$ cat src/rtl/scc_pkg.sv
`timescale 1ns/1ps
package scc_pkg;

  localparam int unsigned CMD_W  = 4;

  typedef enum logic [1:0] {
    MODE_IDLE  = 2'd0,
    MODE_SHIFT = 2'd1,
    MODE_SET   = 2'd2,
    MODE_SNAP  = 2'd3
  } scc_mode_e;

  // field order fixes the serial layout: sec leaves first
  typedef struct packed {
    logic [7:0] year;
    logic [3:0] month;
    logic [3:0] dow;
    logic [7:0] day;
    logic [7:0] hour;
    logic [7:0] minute;
    logic [7:0] sec;
  } cal_t;

  localparam int unsigned DATA_W = $bits(cal_t);

  localparam logic [7:0] SEC_LAST  = 8'h59;
  localparam logic [7:0] MIN_LAST  = 8'h59;
  localparam logic [7:0] HOUR_LAST = 8'h23;
  localparam logic [7:0] YEAR_LAST = 8'h99;
  localparam logic [3:0] MON_LAST  = 4'd12;
  localparam logic [3:0] DOW_LAST  = 4'd6;

  function automatic logic [7:0] bcd_inc(input logic [7:0] v);
    if (v[3:0] == 4'd9) return {v[7:4] + 4'd1, 4'd0};
    return {v[7:4], v[3:0] + 4'd1};
  endfunction

  function automatic logic bcd_leap(input logic [7:0] y);
    if (!y[4]) return (y[3:0] == 4'd0) || (y[3:0] == 4'd4) || (y[3:0] == 4'd8);
    return (y[3:0] == 4'd2) || (y[3:0] == 4'd6);
  endfunction

  function automatic logic [7:0] month_days(input logic [3:0] m, input logic leap);
    case (m)
      4'd4, 4'd6, 4'd9, 4'd11: return 8'h30;
      4'd2:                    return leap ? 8'h29 : 8'h28;
      default:                 return 8'h31;
    endcase
  endfunction

endpackage

$ cat src/rtl/scc_cmd_port.sv
`timescale 1ns/1ps
module scc_cmd_port #(
  parameter int unsigned CMD_W = 4
) (
  input  logic             clk_i,
  input  logic             rst_ni,
  input  logic             sclk_i,
  input  logic             stb_i,
  input  logic             di_i,
  output logic             sclk_rise_o,
  output logic             strobe_o,
  output logic [CMD_W-1:0] cmd_o
);

  logic             sclk_q;
  logic             stb_q;
  logic [CMD_W-1:0] cmd_sr_q;

  assign sclk_rise_o = sclk_i & ~sclk_q;
  // strobe only counts while the serial clock rests low
  assign strobe_o    = stb_i & ~stb_q & ~sclk_i;
  assign cmd_o       = cmd_sr_q;

  always_ff @(posedge clk_i or negedge rst_ni) begin
    if (!rst_ni) begin
      sclk_q   <= 1'b0;
      stb_q    <= 1'b0;
      cmd_sr_q <= '0;
    end else begin
      sclk_q <= sclk_i;
      stb_q  <= stb_i;
      if (sclk_rise_o) cmd_sr_q <= {di_i, cmd_sr_q[CMD_W-1:1]};
    end
  end

endmodule

$ cat src/rtl/scc_mode_ctrl.sv
`timescale 1ns/1ps
module scc_mode_ctrl
  import scc_pkg::*;
#(
  parameter int unsigned CMD_W  = 4,
  parameter int unsigned DATA_W = 48
) (
  input  logic             clk_i,
  input  logic             rst_ni,
  input  logic             strobe_i,
  input  logic             sclk_rise_i,
  input  logic [CMD_W-1:0] cmd_i,
  output scc_mode_e        mode_o,
  output logic             held_o,
  output logic             load_o,
  output logic             snap_o,
  output logic             shift_step_o
);

  localparam int unsigned CNT_W = $clog2(DATA_W + 1);

  scc_mode_e        mode_q, mode_dec;
  logic             held_q;
  logic [CNT_W-1:0] win_cnt_q;
  logic             win_open;

  always_comb begin
    if      (cmd_i == CMD_W'(1)) mode_dec = MODE_SHIFT;
    else if (cmd_i == CMD_W'(2)) mode_dec = MODE_SET;
    else if (cmd_i == CMD_W'(3)) mode_dec = MODE_SNAP;
    else                         mode_dec = MODE_IDLE;
  end

  assign win_open     = (mode_q == MODE_SHIFT) && (win_cnt_q < CNT_W'(DATA_W));
  assign shift_step_o = sclk_rise_i && win_open;
  assign load_o       = strobe_i && (mode_dec == MODE_SET);
  assign snap_o       = strobe_i && (mode_dec == MODE_SNAP);
  assign mode_o       = mode_q;
  assign held_o       = held_q;

  always_ff @(posedge clk_i or negedge rst_ni) begin
    if (!rst_ni) begin
      mode_q    <= MODE_IDLE;
      held_q    <= 1'b0;
      win_cnt_q <= '0;
    end else if (strobe_i) begin
      mode_q    <= mode_dec;
      held_q    <= (mode_dec == MODE_SET);
      win_cnt_q <= '0;
    end else if (shift_step_o) begin
      win_cnt_q <= win_cnt_q + CNT_W'(1);
    end
  end

endmodule

$ cat src/rtl/scc_shift_reg.sv
`timescale 1ns/1ps
module scc_shift_reg #(
  parameter int unsigned DATA_W = 48
) (
  input  logic              clk_i,
  input  logic              rst_ni,
  input  logic              shift_step_i,
  input  logic              di_i,
  input  logic              snap_i,
  input  logic [DATA_W-1:0] snap_val_i,
  output logic [DATA_W-1:0] data_o,
  output logic              do_o
);

  logic [DATA_W-1:0] sr_q;

  always_ff @(posedge clk_i or negedge rst_ni) begin
    if (!rst_ni)           sr_q <= '0;
    else if (snap_i)       sr_q <= snap_val_i;
    else if (shift_step_i) sr_q <= {di_i, sr_q[DATA_W-1:1]};
  end

  assign data_o = sr_q;
  assign do_o   = sr_q[0];

endmodule

$ cat src/rtl/scc_calendar.sv
`timescale 1ns/1ps
module scc_calendar
  import scc_pkg::*;
(
  input  logic clk_i,
  input  logic rst_ni,
  input  logic tick_i,
  input  logic held_i,
  input  logic load_i,
  input  cal_t load_val_i,
  output cal_t cal_o
);

  cal_t       cal_q, cal_nxt;
  logic [7:0] last_day;

  assign last_day = month_days(cal_q.month, bcd_leap(cal_q.year));

  always_comb begin
    cal_nxt = cal_q;
    if (cal_q.sec != SEC_LAST) begin
      cal_nxt.sec = bcd_inc(cal_q.sec);
    end else begin
      cal_nxt.sec = 8'h00;
      if (cal_q.minute != MIN_LAST) begin
        cal_nxt.minute = bcd_inc(cal_q.minute);
      end else begin
        cal_nxt.minute = 8'h00;
        if (cal_q.hour != HOUR_LAST) begin
          cal_nxt.hour = bcd_inc(cal_q.hour);
        end else begin
          cal_nxt.hour = 8'h00;
          cal_nxt.dow  = (cal_q.dow >= DOW_LAST) ? 4'd0 : cal_q.dow + 4'd1;
          if (cal_q.day < last_day) begin
            cal_nxt.day = bcd_inc(cal_q.day);
          end else begin
            cal_nxt.day = 8'h01;
            if (cal_q.month < MON_LAST) begin
              cal_nxt.month = cal_q.month + 4'd1;
            end else begin
              cal_nxt.month = 4'd1;
              cal_nxt.year  = (cal_q.year == YEAR_LAST) ? 8'h00 : bcd_inc(cal_q.year);
            end
          end
        end
      end
    end
  end

  always_ff @(posedge clk_i or negedge rst_ni) begin
    if (!rst_ni) begin
      cal_q       <= '0;
      cal_q.day   <= 8'h01;
      cal_q.month <= 4'd1;
    end else if (load_i) begin
      cal_q <= load_val_i;
    end else if (tick_i && !held_i) begin
      cal_q <= cal_nxt;
    end
  end

  assign cal_o = cal_q;

endmodule

$ cat src/rtl/serial_calendar_clock.sv
`timescale 1ns/1ps
module serial_calendar_clock
  import scc_pkg::*;
(
  input  logic clk_i,
  input  logic rst_ni,
  input  logic tick_i,
  input  logic sclk_i,
  input  logic stb_i,
  input  logic di_i,
  output logic do_o
);

  logic              sclk_rise;
  logic              strobe;
  logic [CMD_W-1:0]  cmd;
  scc_mode_e         mode;
  logic              held;
  logic              load;
  logic              snap;
  logic              shift_step;
  logic [DATA_W-1:0] sr_data;
  cal_t              cal_q;

  scc_cmd_port #(.CMD_W(CMD_W)) u_port (
    .clk_i       (clk_i),
    .rst_ni      (rst_ni),
    .sclk_i      (sclk_i),
    .stb_i       (stb_i),
    .di_i        (di_i),
    .sclk_rise_o (sclk_rise),
    .strobe_o    (strobe),
    .cmd_o       (cmd)
  );

  scc_mode_ctrl #(.CMD_W(CMD_W), .DATA_W(DATA_W)) u_mode (
    .clk_i        (clk_i),
    .rst_ni       (rst_ni),
    .strobe_i     (strobe),
    .sclk_rise_i  (sclk_rise),
    .cmd_i        (cmd),
    .mode_o       (mode),
    .held_o       (held),
    .load_o       (load),
    .snap_o       (snap),
    .shift_step_o (shift_step)
  );

  scc_shift_reg #(.DATA_W(DATA_W)) u_sr (
    .clk_i        (clk_i),
    .rst_ni       (rst_ni),
    .shift_step_i (shift_step),
    .di_i         (di_i),
    .snap_i       (snap),
    .snap_val_i   (cal_q),
    .data_o       (sr_data),
    .do_o         (do_o)
  );

  scc_calendar u_cal (
    .clk_i      (clk_i),
    .rst_ni     (rst_ni),
    .tick_i     (tick_i),
    .held_i     (held),
    .load_i     (load),
    .load_val_i (cal_t'(sr_data)),
    .cal_o      (cal_q)
  );

endmodule

$ cat config.mk
export PLATFORM = sky130hd
export DESIGN_NAME = serial_calendar_clock
export DESIGN_NICKNAME = d
export VERILOG_FILES = /design/src/rtl/scc_pkg.sv /design/src/rtl/scc_cmd_port.sv /design/src/rtl/scc_mode_ctrl.sv /design/src/rtl/scc_shift_reg.sv /design/src/rtl/scc_calendar.sv /design/src/rtl/serial_calendar_clock.sv
export SDC_FILE = /design/constraint.sdc
export NUM_CORES = 1
export LEC_CHECK = 0
export ABC_AREA = 0
export BUFFER_PORTS_ARGS = -buffer_cell sky130_fd_sc_hd__buf_2
export CORE_MARGIN = 10
export CORE_UTILIZATION = 35
export DETAILED_ROUTE_END_ITERATION = 7
export PLACE_DENSITY = 0.48
export SLEW_MARGIN = 20
export SYNTH_ARGS = -nofsm -noshare
export SYNTH_HDL_FRONTEND = slang
export SYNTH_HIERARCHICAL = 1
export SYNTH_SLANG_ARGS = --single-unit
$ cat constraint.sdc
create_clock -name clk_i -period 4.9 [get_ports clk_i]
set_clock_uncertainty 0.05 [all_clocks]
set_input_delay 0.245 -clock clk_i [delete_from_list [all_inputs] [get_ports clk_i]]
set_output_delay 0.245 -clock clk_i [all_outputs]
set_load 0.01 [all_outputs]
==> impl_metrics.ini <==
[sta]
timing.final.setup_violations = 0
worstMarginPinSlew_ns = 0.9411
holdWs_ns = 0.1184
maxSlewHeadroom_pct = 37.26
fin_crit_ns = 3.843
final.setup.worst_slack_ns = 1.057
rsz_0062_raised_after_global_routing = no
clock.fmax_mhz = 260.2
timing_hold_violations_final = 0
timing_max_transition_violations_final = 0
period_share_pct = 78.43
setup_tns_ns = 0

[status]
run_status = complete, no violations

[yosys]
synth_edf_count = 0
cell_with_the_most_instances_after_synthesis = dfrtp_1
synth_ff_type = dfrtp_1
syn_inst = 634
synth.top_cell.area_share_pct = 44.89
fraction_of_the_yosys_area_taken_by_sequential_cells_pct = 45.76
async_flop_share_pct = 100.0
yosys_register_bits = 111
synth_top_area_cell = dfrtp_1
mappedNetlistArea_mm2 = 0.006076
synth_cell_types = 69
synth_top_cells_by_area = dfrtp_1 (45%), mux2i_1 (8.4%), o21ai_0 (5.8%)
ys.warnings.count = 6
postSynthNetCount = 664
synth_top_cells_by_count = dfrtp_1 (109), nand2_1 (86), o21ai_0 (71), mux2i_1 (51), a21oi_1 (39)
post_synth.cell_area_avg_um2 = 9.583

[setup_path]
timing.critical_path.buf_inv = 3
critical_path.startpoint_type = primary input
cp.arrival_ns = 4.03
setup.worst_path.class = primary input to register
crit_required_ns = 5.09
cpPeakStageDelay_ns = 1.00
worstPathMaxFanout = 26
end_kind = register
cp_cell_sequence = dlygate4sd3_1 -> buf_2 -> nor3b_1 -> buf_4 -> nand3_1 -> nor2_4 -> a31oi_1 -> or4_1 -> a21oi_4 -> nand2_4 -> mux2_4
path_delay_family = simple AND/OR/NAND/NOR gates
critPathSlowestCell = or4_1

[clock_tree]
clock_path_buffers = 2
clk_pin_slew_worst_paths_ns = 0.07
tritoncts = built
cts.root.buffer_cell = clkbuf_16
clock_insertion_delay_worst_skew_ns = 0.35
cts_inserted_buffers = 9
numClockSinks = 111
ctsHtreeMaxLevel = 3

[route]
drt_first_pass_iters = 5
drc = 0
detail-route-antenna-nets = 0
avgViaCountPerCell = 5.244
routedWlPerCell_um = 14.86
routed_wl_um = 12720
routed-via-count = 4489
drt_iter0_markers = 281

[place]
place_hpwl_um = 8326
postPlaceCellArea_mm2 = 0.006232
place_congestion = 0.7947
preCtsSetupSlack_ns = 1.234
port-buffer-count = 6

[floorplan]
start_util_pct = 35.37
die_area_mm2 = 0.02303
die_y_um = 151.8
die_x_um = 151.8
rows = 48
io-pin-count = 7
core_area_mm2 = 0.01718

[grt]
groute.usage.overall_pct = 11.92
first_global_vias = 4524
antenna_found_initial = 0
maximum_number_of_pins_on_one_net_before_global_route_repair = 79
overflow = 0
grt_pass1_wl_um = 22470

[power_and_ir_drop]
worst_ir_drop_vdd_mv = 0.2032
power.leakage_nw = 2.720
powerDensity_mw_per_mm2 = 345.9

[cells_and_area]
fin_nets = 656
insertedDiodeCount = 0
design_area_mm2 = 0.006573
post-route-util_pct = 38.26
layout-area-overhead-vs-synth_pct = 8.175
layout-drive-gt1-share_pct = 7.924

[run]
cap_viol_max_count = 0

[hold_path]
hold_class = primary input to register
## placed cells by master (no fill, tap or decap), drive strengths merged, types with 6 or more instances in the layout
master,synthesis,final
dfrtp,109,109
o21ai,92,92
nand2,87,87
mux2i,51,51
a21oi,40,40
nor2,31,31
inv,27,27
ha,24,24
nand3,17,17
buf,19,13
clkbuf,16,12
nor3,11,11
nor2b,7,7
or4,6,6
nor4,6,6
a211oi,6,6
nand2b,6,6
mux2,6,6
## worst paths after layout
check	cells past startpoint	slack (ns)	endpoint	from
max in group asynchronous	3	3.38	u_cal/cal_o[36]	rst_ni
worst max register to register	9	1.28	u_cal/cal_o[40]	u_port/stb_q
worst min-delay path	2	0.12	u_port/cmd_o[3]	di_i
worst min register to register	2	0.47	u_mode/mode_o[1]	u_mode/mode_o[1]
worst max-delay path	11	1.06	u_cal/cal_o[40]	sclk_i
min in group asynchronous	2	0.44	u_sr/data_o[13]	rst_ni
## logic make-up (layout without fill, tap and decap cells)
logic type / Yosys count / count (layout) / synth area share (%)
and+or+nand+nor: 196 / 196 / 15.82
buffers and inverters: 62 / 59 / 5.498
DFF: 111 / 111 / 45.76
adders and majority gates: 24 / 24 / 4.942
AOI/OAI and AO/OA: 182 / 182 / 17.81
xor gates and xnor gates: 2 / 2 / 0.2884
muxes: 57 / 57 / 9.885
## worst reg2reg max path, stage by stage (launching register included)
cell     delay (ns)
dfrtp_1        0.36
nor3b_1        0.18
buf_4          0.21
nand3_1        0.23
nor2_4         0.38
a31oi_1        0.19
or4_1          1.00
a21oi_4        0.47
nand2_4        0.12
mux2_4         0.31
## through the flow
step                std cells  power, W
finish                    856  0.002274
detailed placement        837  0.001516
floorplan                 634  0.001410
global route              856  0.002421
CTS                       855  0.002311
global placement          837  0.001505
## where the power goes
group          switching (W)  internal (W)
combinational       0.000150      0.000140
sequential          0.000143       0.00106
clock               0.000331      0.000448
## layer usage
layer  track usage [%]  part of all wire, %  vias up
met5                 0                    0        -
met4             3.289                 0.97        0
met3             2.851                  2.8       10
met2             18.58                   47       56
met1             16.15                   50     2188
li1                  -                    -     2235
## registers in the layout, indices dropped and copies added (netlist names)
name	count
u_cal/cal_o	48
u_sr/data_o	48
u_mode/win_cnt_q	6
u_port/cmd_o	4
u_mode/mode_o	2
u_mode/held_o	1
u_port/sclk_q	1
u_port/stb_q	1
## what timing repair did
action,CTS,global route
endpoints found under the hold margin,2,76
hold buffers,2,1
gates resized for setup,0,0
setup buffers,0,0
## layout make-up
cell class,instances,area (um^2)
clock buffers,12,236.5
well taps,225,281.5
fillers,1746,10600
inverters,27,101.3
repair buffers,16,118.9
clock inverters,4,70.07
flip-flops and latches,111,2780
multi-input cells,461,2984
(Power assumes the default switching activity.)
